<file path="src/rtl/istat_pkg.sv">
package istat_pkg;
  localparam logic [3:0] UNIT_SUM  = 4'hE;
  localparam logic [3:0] UNIT_QUES = 4'hF;

  localparam logic [3:0] K_COND   = 4'd0;
  localparam logic [3:0] K_RISE   = 4'd1;
  localparam logic [3:0] K_FALL   = 4'd2;
  localparam logic [3:0] K_EVENT  = 4'd3;
  localparam logic [3:0] K_ENABLE = 4'd4;
  localparam logic [3:0] K_STB    = 4'd5;

  // status byte assembly: summary on 2, questionable on 3, queue on 4
  function automatic logic [7:0] make_stb(input logic csum, input logic ques,
                                          input logic mav);
    logic [7:0] s;
    s    = '0;
    s[2] = csum;
    s[3] = ques;
    s[4] = mav;
    return s;
  endfunction
endpackage

</file>
<file path="src/rtl/istat_unit.sv">
module istat_unit #(
  parameter int W = 9
) (
  input  logic         clk_i,
  input  logic         rst_ni,
  input  logic [W-1:0] cond_i,
  input  logic [W-1:0] wdata_i,
  input  logic         wr_rise_i,
  input  logic         wr_fall_i,
  input  logic         wr_en_i,
  input  logic         rd_ev_i,
  output logic [W-1:0] cond_o,
  output logic [W-1:0] rise_o,
  output logic [W-1:0] fall_o,
  output logic [W-1:0] ev_o,
  output logic [W-1:0] en_o,
  output logic [W-1:0] set_o,
  output logic         hit_o
);
  logic [W-1:0] cond_q, rise_q, fall_q, ev_q, en_q;

  function automatic logic [W-1:0] edge_hits(input logic [W-1:0] prev,
                                             input logic [W-1:0] cur,
                                             input logic [W-1:0] up,
                                             input logic [W-1:0] down);
    return (up & ~prev & cur) | (down & prev & ~cur);
  endfunction

  assign set_o = edge_hits(cond_q, cond_i, rise_q, fall_q);

  always_ff @(posedge clk_i or negedge rst_ni) begin
    if (!rst_ni) begin
      cond_q <= '0;
      rise_q <= '1;
      fall_q <= '0;
      ev_q   <= '0;
      en_q   <= '0;
    end else begin
      cond_q <= cond_i;
      if (wr_rise_i) rise_q <= wdata_i;
      if (wr_fall_i) fall_q <= wdata_i;
      if (wr_en_i)   en_q   <= wdata_i;
      ev_q <= (rd_ev_i ? '0 : ev_q) | set_o;
    end
  end

  assign cond_o = cond_q;
  assign rise_o = rise_q;
  assign fall_o = fall_q;
  assign ev_o   = ev_q;
  assign en_o   = en_q;
  assign hit_o  = |(ev_q & en_q);

  // without a read, no set event bit drops
  p_sticky_r5: assert property (@(posedge clk_i) disable iff (!rst_ni)
    !rd_ev_i |=> ((ev_q & $past(ev_q)) == $past(ev_q)));
  // a bit set at the same edge as a clear survives
  p_keep_new_r7: assert property (@(posedge clk_i) disable iff (!rst_ni)
    (set_o != '0) |=> ((ev_q & $past(set_o)) == $past(set_o)));
  // a read with no new edge empties the register
  p_clear_r6: assert property (@(posedge clk_i) disable iff (!rst_ni)
    (rd_ev_i && set_o == '0) |=> (ev_q == '0));
endmodule

</file>
<file path="src/rtl/istat_csum.sv">
module istat_csum #(
  parameter int N = 10
) (
  input  logic         clk_i,
  input  logic         rst_ni,
  input  logic [N-1:0] hit_i,
  input  logic [N-1:0] wdata_i,
  input  logic         wr_en_i,
  input  logic         rd_ev_i,
  output logic [N-1:0] ev_o,
  output logic [N-1:0] en_o,
  output logic         any_o
);
  logic [N-1:0] ev_q, en_q;

  always_ff @(posedge clk_i or negedge rst_ni) begin
    if (!rst_ni) begin
      ev_q <= '0;
      en_q <= '0;
    end else begin
      if (wr_en_i) en_q <= wdata_i;
      ev_q <= (rd_ev_i ? '0 : ev_q) | hit_i;
    end
  end

  assign ev_o  = ev_q;
  assign en_o  = en_q;
  assign any_o = |(ev_q & en_q);

  // a channel with enabled events marks its summary bit next cycle
  p_sum_set_r9: assert property (@(posedge clk_i) disable iff (!rst_ni)
    (hit_i != '0) |=> ((ev_q & $past(hit_i)) == $past(hit_i)));
  // summary obeys the read-clear rule
  p_sum_clear_r9: assert property (@(posedge clk_i) disable iff (!rst_ni)
    (rd_ev_i && hit_i == '0) |=> (ev_q == '0));
endmodule

</file>
<file path="src/rtl/istat_top.sv">
module istat_top #(
  parameter int NUM_CH = 10,
  parameter int CH_W   = 9,
  parameter int Q_W    = 9,
  localparam int W1     = (NUM_CH > CH_W) ? NUM_CH : CH_W,
  localparam int W2     = (W1 > Q_W) ? W1 : Q_W,
  localparam int DATA_W = (W2 > 8) ? W2 : 8
) (
  input  logic                   clk_i,
  input  logic                   rst_ni,
  input  logic [NUM_CH*CH_W-1:0] chan_cond_i,
  input  logic [Q_W-1:0]         ques_cond_i,
  input  logic                   oq_not_empty_i,
  input  logic                   reg_wr_i,
  input  logic                   reg_rd_i,
  input  logic [7:0]             reg_addr_i,
  input  logic [DATA_W-1:0]      reg_wdata_i,
  output logic [DATA_W-1:0]      reg_rdata_o,
  output logic [7:0]             stb_o
);
  import istat_pkg::*;

  logic [3:0] unit_sel, kind_sel;
  assign unit_sel = reg_addr_i[7:4];
  assign kind_sel = reg_addr_i[3:0];

  logic [CH_W-1:0] c_cond [NUM_CH];
  logic [CH_W-1:0] c_rise [NUM_CH];
  logic [CH_W-1:0] c_fall [NUM_CH];
  logic [CH_W-1:0] c_ev   [NUM_CH];
  logic [CH_W-1:0] c_en   [NUM_CH];
  logic [CH_W-1:0] c_set  [NUM_CH];
  logic [NUM_CH-1:0] c_hit;

  for (genvar c = 0; c < NUM_CH; c++) begin : g_chan
    logic sel;
    assign sel = (unit_sel == 4'(c));
    istat_unit #(.W(CH_W)) i_unit (
      .clk_i     (clk_i),
      .rst_ni    (rst_ni),
      .cond_i    (chan_cond_i[c*CH_W +: CH_W]),
      .wdata_i   (reg_wdata_i[CH_W-1:0]),
      .wr_rise_i (reg_wr_i && sel && kind_sel == K_RISE),
      .wr_fall_i (reg_wr_i && sel && kind_sel == K_FALL),
      .wr_en_i   (reg_wr_i && sel && kind_sel == K_ENABLE),
      .rd_ev_i   (reg_rd_i && sel && kind_sel == K_EVENT),
      .cond_o    (c_cond[c]),
      .rise_o    (c_rise[c]),
      .fall_o    (c_fall[c]),
      .ev_o      (c_ev[c]),
      .en_o      (c_en[c]),
      .set_o     (c_set[c]),
      .hit_o     (c_hit[c])
    );
  end

  logic [Q_W-1:0] q_cond, q_rise, q_fall, q_ev, q_en, q_set;
  logic           q_hit;
  logic           q_sel;
  assign q_sel = (unit_sel == UNIT_QUES);

  istat_unit #(.W(Q_W)) i_ques (
    .clk_i     (clk_i),
    .rst_ni    (rst_ni),
    .cond_i    (ques_cond_i),
    .wdata_i   (reg_wdata_i[Q_W-1:0]),
    .wr_rise_i (reg_wr_i && q_sel && kind_sel == K_RISE),
    .wr_fall_i (reg_wr_i && q_sel && kind_sel == K_FALL),
    .wr_en_i   (reg_wr_i && q_sel && kind_sel == K_ENABLE),
    .rd_ev_i   (reg_rd_i && q_sel && kind_sel == K_EVENT),
    .cond_o    (q_cond),
    .rise_o    (q_rise),
    .fall_o    (q_fall),
    .ev_o      (q_ev),
    .en_o      (q_en),
    .set_o     (q_set),
    .hit_o     (q_hit)
  );

  logic [NUM_CH-1:0] s_ev, s_en;
  logic              s_any;
  logic              s_sel;
  assign s_sel = (unit_sel == UNIT_SUM);

  istat_csum #(.N(NUM_CH)) i_csum (
    .clk_i   (clk_i),
    .rst_ni  (rst_ni),
    .hit_i   (c_hit),
    .wdata_i (reg_wdata_i[NUM_CH-1:0]),
    .wr_en_i (reg_wr_i && s_sel && kind_sel == K_ENABLE),
    .rd_ev_i (reg_rd_i && s_sel && kind_sel == K_EVENT),
    .ev_o    (s_ev),
    .en_o    (s_en),
    .any_o   (s_any)
  );

  assign stb_o = make_stb(s_any, q_hit, oq_not_empty_i);

  always_comb begin
    reg_rdata_o = '0;
    if (reg_rd_i) begin
      if (q_sel) begin
        case (kind_sel)
          K_COND:   reg_rdata_o = DATA_W'(q_cond);
          K_RISE:   reg_rdata_o = DATA_W'(q_rise);
          K_FALL:   reg_rdata_o = DATA_W'(q_fall);
          K_EVENT:  reg_rdata_o = DATA_W'(q_ev);
          K_ENABLE: reg_rdata_o = DATA_W'(q_en);
          default:  reg_rdata_o = '0;
        endcase
      end else if (s_sel) begin
        case (kind_sel)
          K_EVENT:  reg_rdata_o = DATA_W'(s_ev);
          K_ENABLE: reg_rdata_o = DATA_W'(s_en);
          K_STB:    reg_rdata_o = DATA_W'(stb_o);
          default:  reg_rdata_o = '0;
        endcase
      end else begin
        for (int c = 0; c < NUM_CH; c++) begin
          if (unit_sel == 4'(c)) begin
            case (kind_sel)
              K_COND:   reg_rdata_o = DATA_W'(c_cond[c]);
              K_RISE:   reg_rdata_o = DATA_W'(c_rise[c]);
              K_FALL:   reg_rdata_o = DATA_W'(c_fall[c]);
              K_EVENT:  reg_rdata_o = DATA_W'(c_ev[c]);
              K_ENABLE: reg_rdata_o = DATA_W'(c_en[c]);
              default:  reg_rdata_o = '0;
            endcase
          end
        end
      end
    end
  end

  // the status byte never reports the queue flag wrongly after a queue change
  p_mav_follow_r11: assert property (@(posedge clk_i) disable iff (!rst_ni)
    $rose(oq_not_empty_i) |-> stb_o[4]);
  // a new enabled questionable edge raises the summary bit next cycle
  p_ques_raise_r8: assert property (@(posedge clk_i) disable iff (!rst_ni)
    ((q_set & q_en) != '0 && !(reg_wr_i && q_sel && kind_sel == K_ENABLE)) |=> stb_o[3]);
endmodule

</file>
<file path="config.mk">
export PLATFORM = sky130hd
export DESIGN_NAME = istat_top
export DESIGN_NICKNAME = d
export VERILOG_FILES = /design/src/rtl/istat_pkg.sv /design/src/rtl/istat_unit.sv /design/src/rtl/istat_csum.sv /design/src/rtl/istat_top.sv
export SDC_FILE = /design/constraint.sdc
export NUM_CORES = 1
export LEC_CHECK = 0
export ABC_AREA = 1
export BUFFER_PORTS_ARGS = -buffer_cell sky130_fd_sc_hd__buf_4
export CAP_MARGIN = 20
export CORE_ASPECT_RATIO = 1.2
export CORE_UTILIZATION = 60
export DETAILED_ROUTE_END_ITERATION = 16
export PLACE_DENSITY = 0.84
export SLEW_MARGIN = 20
export SYNTH_ARGS = -nofsm -noshare
export SYNTH_HDL_FRONTEND = slang
export SYNTH_SLANG_ARGS = --single-unit
</file>
<file path="constraint.sdc">
create_clock -name clk_i -period 5 [get_ports clk_i]
set_clock_uncertainty 0.15 [all_clocks]
set_input_delay 0.75 -clock clk_i [delete_from_list [all_inputs] [get_ports clk_i]]
set_output_delay 0.75 -clock clk_i [all_outputs]
set_load 0.005 [all_outputs]
</file>
==> flow_metrics.env, run 1 <==
export IMPL_cp_end_kind="output pin"
export IMPL_critPathMaxStageDelay_ns=0.52
export IMPL_drtIter0Drc=3147
export IMPL_met1_length_microns=27900
export IMPL_met2_length_microns=35900
export IMPL_yosysSeqAreaShare=0.546
export IMPL_p_per_area_nw_per_um2=359
export IMPL_ir_drop_uv=276
export IMPL_fin_ws_ns=0.529
export IMPL_maxSlewHeadroom=0.140
export IMPL_synth_area_sq_um=23800
export IMPL_top_layer="met4"
export IMPL_core_sq_um=38900
export IMPL_io_pins=140
export IMPL_holdWs_ns=0.0364
export IMPL_clockBufferDepth=3
export IMPL_rows=79
export IMPL_drtPass1Iterations=6
export IMPL_area_growth_pct=13.5
export IMPL_cts_clk_slew_worst_paths_ns=0.06
export IMPL_yosysWarnings=0
export IMPL_initial_utilization=0.612
export IMPL_diodes=0
export IMPL_setup_violations=0
export IMPL_cts_hold_buf=0
export IMPL_syn_inst=2780
export IMPL_die_h_microns=220
export IMPL_grt_overflow=0
export IMPL_rsz0062_at_grt="no"
export IMPL_synthFlopType="dfrtp_1"
export IMPL_arrival_ns=3.57
export IMPL_cts_resized=0
export IMPL_drive_above_1_share=0.142
export IMPL_ys_seq_elements=515
export IMPL_r2r_cells=4
export IMPL_antenna_left=0
export IMPL_die_x_microns=184
export IMPL_io_buffers=134
export IMPL_drc=0
export IMPL_cts_tree="yes"
export IMPL_grt_max_degree=119
export IMPL_final_hold_viol_count=0
export IMPL_regToRegStartpoint="g_chan[6].i_unit.ev_o[6]$_DFF_PN0_"
export IMPL_max_freq_ghz=0.224
export IMPL_finalWeightedCongestion=0.968
export IMPL_antenna_found_initial=1
export IMPL_dpl_hpwl_microns=51500
export IMPL_post_route_min_period_ns=4.47
export IMPL_synth_top_area_frac=0.437
export IMPL_dieArea_sq_um=40500
export IMPL_cts_made_buffers=51
export IMPL_pre_cts_ws_ns=0.648
export IMPL_synthArstFlopShare=1.00
export IMPL_cts_setup_buffers=0
export IMPL_worst_slew_pin_slew_ns=1.29
export IMPL_grt_pass1_vias=21740
export IMPL_synth_edf_count=0
export IMPL_worst_setup_path_start_kind="primary input"
export IMPL_holdCritPathClass="in -> async"
export IMPL_vias=22144
export IMPL_grt_pass1_wl_microns=121000
export IMPL_wl_met3_microns=8500
export IMPL_root_buffer="clkbuf_16"
export IMPL_drv_slew=0
export IMPL_routed_wl_microns=78600
export IMPL_dpl_cell_count=3347
export IMPL_fin_total_pwr_mw=9.72
export IMPL_synth_area_leaders="dfrtp_1 (44%), nand2_1 (11%), dfstp_2 (11%)"
export IMPL_r2r_slack_ns=2.92
export IMPL_cap_viol_max_count=0
export IMPL_grt_usage=0.397
export IMPL_wire_per_inst_microns=22.8
export IMPL_crit_type="in -> out"
export IMPL_avgViaCountPerCell=6.43
export IMPL_yosysMostFrequentCell="nand2_1"
export IMPL_min_period_over_period=0.894
export IMPL_clock_latency_ns=0.61
export IMPL_nets=2998
export IMPL_reg2reg_to="i_csum.ev_o[6]$_DFF_PN0_"
export IMPL_synth_cell_types=47
export IMPL_required_ns=4.10
export IMPL_cp_slowest_cell="nand2_2"
export IMPL_fin_tns_setup_ns=0
export IMPL_synth_common_cells="nand2_1 (715), dfrtp_1 (416), o21ai_0 (362), inv_1 (313), nor2_1 (138)"
export IMPL_clock_sinks=515
export IMPL_path_cells="buf_4, nand2_1, inv_2, nand2_2, buf_4, nor2_1, o31ai_1, nand4_1, o21bai_1, nand2_1, nand2_1, a21oi_1, buf_4"
export IMPL_syn_area_per_cell_sq_um=8.57
export IMPL_path_max_fanout=25
export IMPL_htreeDepth=2
export IMPL_leakage_nw=12.3
export IMPL_final_cells=3444
export IMPL_fillCellCount=2960
export IMPL_status="finished, final reports clean"
export IMPL_yosysTopAreaCell="dfrtp_1"
-- registers in the layout, indices dropped and copies added, names as in the netlist --
register / count
i_csum.ev_o: 10
g_chan.i_unit.fall_o: 90
i_csum.en_o: 10
i_ques.cond_o: 9
i_ques.ev_o: 9
i_ques.fall_o: 9
g_chan.i_unit.ev_o: 90
g_chan.i_unit.rise_o: 90
g_chan.i_unit.cond_o: 90
i_ques.en_o: 9
i_ques.rise_o: 9
g_chan.i_unit.en_o: 90
-- stage by stage --
step | utilization | area, sq um
5_1_grt | 0.695 | 27100
4_1_cts | 0.694 | 27000
3_5_place_dp | 0.648 | 25200
3_3_place_gp | 0.648 | 25200
2_1_floorplan | - | 23900
6_report | 0.695 | 27100
-- metal layers --
metal	up-vias	global-route usage
met5	-	0
met4	0	0.301
met3	428	0.0757
met2	1514	0.617
met1	10652	0.496
li1	9550	-
-- cells by family after synthesis --
group                  after synthesis  synth area share
AO/OA/AOI/OAI                      753             0.193
buffers and inverters              460            0.0796
flip-flops                         515             0.546
multiplexers                         1          0.000472
other                                1          0.000157
AND/OR/NAND/NOR                   1050             0.181
-- cell type report --
class,count,area [sq um],share of cell area
sequential,515,13000,0.481
multi-input combinational,1809,8950,0.331
clock buffer,78,1600,0.0591
timing repair buffer,172,1410,0.0520
inverter,327,1230,0.0455
tap,526,658,0.0243
clock inverter,17,194,0.00717
-- layout by cell type, fill, tap and decap left out, types with 10 or more instances in the layout --
cell type	n
o22ai_1	58
nand4_1	23
clkbuf_8	18
o211ai_1	44
a221oi_1	41
clkbuf_16	53
inv_2	12
dfrtp_1	416
buf_4	163
o2111ai_1	21
nand3_1	133
a21oi_1	94
o311ai_0	10
o21ai_1	17
o21ai_0	362
nor2_2	23
inv_1	312
clkinv_2	10
nand2_1	714
dfstp_2	99
nor2_1	137
o221ai_1	67
-- power by group --
group | internal [mW] | total (mW) | leakage [nW] | switching, mW
sequential | 4.48 | 4.68 | 5.78 | 0.205
combinational | 0.312 | 0.947 | 5.61 | 0.635
clock | 2.41 | 4.09 | 0.891 | 1.68
-- critical path, delay by kind of cell --
family | cells | cell delay (ns)
compound gates | 3 | 0.75
simple gates | 6 | 1.18
buf+inv | 4 | 0.87
-- worst max path at each step --
stage                              from              to  slack (ns)  depth (start not counted)
after floorplan           reg_addr_i[1]  reg_rdata_o[3]        1.99                         10
after global placement    reg_addr_i[0]  reg_rdata_o[8]        0.67                         13
after detailed placement  reg_addr_i[0]  reg_rdata_o[8]        0.65                         13
after CTS                 reg_addr_i[0]  reg_rdata_o[8]        0.64                         13
after global routing      reg_addr_i[1]  reg_rdata_o[2]        0.32                         18
final                     reg_addr_i[0]  reg_rdata_o[8]        0.53                         13
(Power assumes the default switching activity.)
==> run 2: changes to the inputs <==
Settings changed: CORE_UTILIZATION 60 to 35, PLACE_DENSITY 0.84 to 0.59.
==> flow_metrics.env, run 2 (synthesized netlist as in run 1, its figures left out) <==
export IMPL_fillCellCount=6719
export IMPL_post_route_min_period_ns=4.53
export IMPL_finalWeightedCongestion=0.895
export IMPL_final_cells=3838
export IMPL_drc=0
export IMPL_htreeDepth=2
export IMPL_grt_pass1_vias=20212
export IMPL_setup_violations=0
export IMPL_drtIter0Drc=2185
export IMPL_cts_hold_buf=1
export IMPL_clock_latency_ns=0.63
export IMPL_die_x_microns=240
export IMPL_min_period_over_period=0.907
export IMPL_dpl_hpwl_microns=58200
export IMPL_final_hold_viol_count=0
export IMPL_vias=20790
export IMPL_cts_tree="yes"
export IMPL_holdCritPathClass="in -> reg"
export IMPL_avgViaCountPerCell=5.42
export IMPL_antenna_found_initial=1
export IMPL_crit_type="in -> out"
export IMPL_initial_utilization=0.354
export IMPL_grt_max_degree=125
export IMPL_worst_slew_pin_slew_ns=1.11
export IMPL_die_h_microns=288
export IMPL_rows=104
export IMPL_cp_end_kind="output pin"
export IMPL_dpl_cell_count=3733
export IMPL_clockBufferDepth=3
export IMPL_multi_input_area_sq_um=8950
export IMPL_fin_ws_ns=0.467
export IMPL_dieArea_sq_um=69200
export IMPL_ir_drop_uv=244
export IMPL_pre_cts_ws_ns=0.503
export IMPL_cap_viol_max_count=0
export IMPL_grt_overflow=0
export IMPL_drv_slew=0
export IMPL_cts_resized=0
export IMPL_area_growth_pct=15.9
export IMPL_clock_sinks=515
export IMPL_arrival_ns=3.63
export IMPL_holdWs_ns=0.0933
export IMPL_core_sq_um=67300
export IMPL_cts_clk_slew_worst_paths_ns=0.06
export IMPL_wire_per_inst_microns=22.3
export IMPL_io_buffers=134
export IMPL_maxSlewHeadroom=0.256
export IMPL_grt_pass1_wl_microns=129000
export IMPL_drive_above_1_share=0.142
export IMPL_routed_wl_microns=85400
export IMPL_drtPass1Iterations=6
export IMPL_register_area_sq_um=13000
export IMPL_root_buffer="clkbuf_16"
export IMPL_layout_commonest_cell="nand2_1"
export IMPL_rsz0062_at_grt="no"
export IMPL_path_max_fanout=20
export IMPL_layout_common_cells="nand2_1 (714), dfrtp_1 (416), o21ai_0 (362)"
export IMPL_grt_usage=0.249
export IMPL_max_freq_ghz=0.221
export IMPL_io_pins=140
export IMPL_antenna_left=0
export IMPL_worst_setup_path_start_kind="primary input"
export IMPL_leakage_nw=12.3
export IMPL_fin_tns_setup_ns=0
export IMPL_nets=3012
export IMPL_status="finished, final reports clean"
export IMPL_cts_made_buffers=55
export IMPL_required_ns=4.10
export IMPL_p_per_area_nw_per_um2=355
export IMPL_cts_setup_buffers=0
[run 2: changes by cell type in the layout (fill, tap and decap cells not counted), sizes merged]
cell,before,now
buf,172,181
clkinv,13,9
clkinvlp,2,3
diode,0,1
clkbuf,78,83
dlygate4sd3,0,1
inv,325,330
bufinv,4,5
[run 2: report_power, final]
part	total [mW]	switching [mW]	internal, mW
Sequential	4.68	0.203	4.48
Combinational	0.946	0.632	0.315
Clock	4.17	1.77	2.40
[run 2: layer usage]
| metal | vias up | wire (microns) | GRT usage |
|---|---|---|---|
| met2 | 850 | 40600 | 0.404 |
| met4 | 0 | 4190 | 0.115 |
| met5 | - | 0 | 0 |
| met3 | 207 | 5330 | 0.0322 |
| li1 | 9594 | - | - |
| met1 | 10139 | 35400 | 0.331 |
[run 2: final timing paths]
check	from	end	slack (ns)	cells after the start
worst max-delay path	reg_addr_i[0]	reg_rdata_o[8]	0.47	12
worst max register to register	g_chan[4].i_unit.ev_o[2]$_DFF_PN0_	i_csum.ev_o[4]$_DFF_PN0_	2.86	4
min in group asynchronous	rst_ni	i_ques.cond_o[6]$_DFF_PN0_	0.56	2
max in group asynchronous	rst_ni	g_chan[1].i_unit.cond_o[2]$_DFF_PN0_	2.97	3
worst min-delay path	ques_cond_i[6]	i_ques.cond_o[6]$_DFF_PN0_	0.09	1
worst min register to register	g_chan[6].i_unit.en_o[0]$_DFFE_PN0P_	g_chan[6].i_unit.en_o[0]$_DFFE_PN0P_	0.33	2
[run 2: final cells by class]
type	count	share of cell area
antenna	1	0.0000906
multi-input combinational	1809	0.324
clock inverter	20	0.00897
sequential	515	0.471
inverter	327	0.0445
clock buffer	83	0.0562
timing repair buffer	182	0.0544
tap	901	0.0408
[run 2: stage by stage]
stage,utilization,total power [mW],area [sq um]
after floorplan,-,5.17,23900
after global placement,0.384,5.68,25800
after detailed placement,0.384,5.69,25800
after CTS,0.411,9.86,27600
after global routing,0.411,10.1,27600
final,0.411,9.80,27600
[run 2: critical path: stages]
cell	delay (ns)
buf_4	0.14
nand2_1	0.13
inv_2	0.10
nand2_2	0.54
buf_4	0.37
o21ai_0	0.13
a2111oi_0	0.73
o21bai_1	0.28
nand2_1	0.08
nand2_1	0.11
a21oi_1	0.11
buf_4	0.16
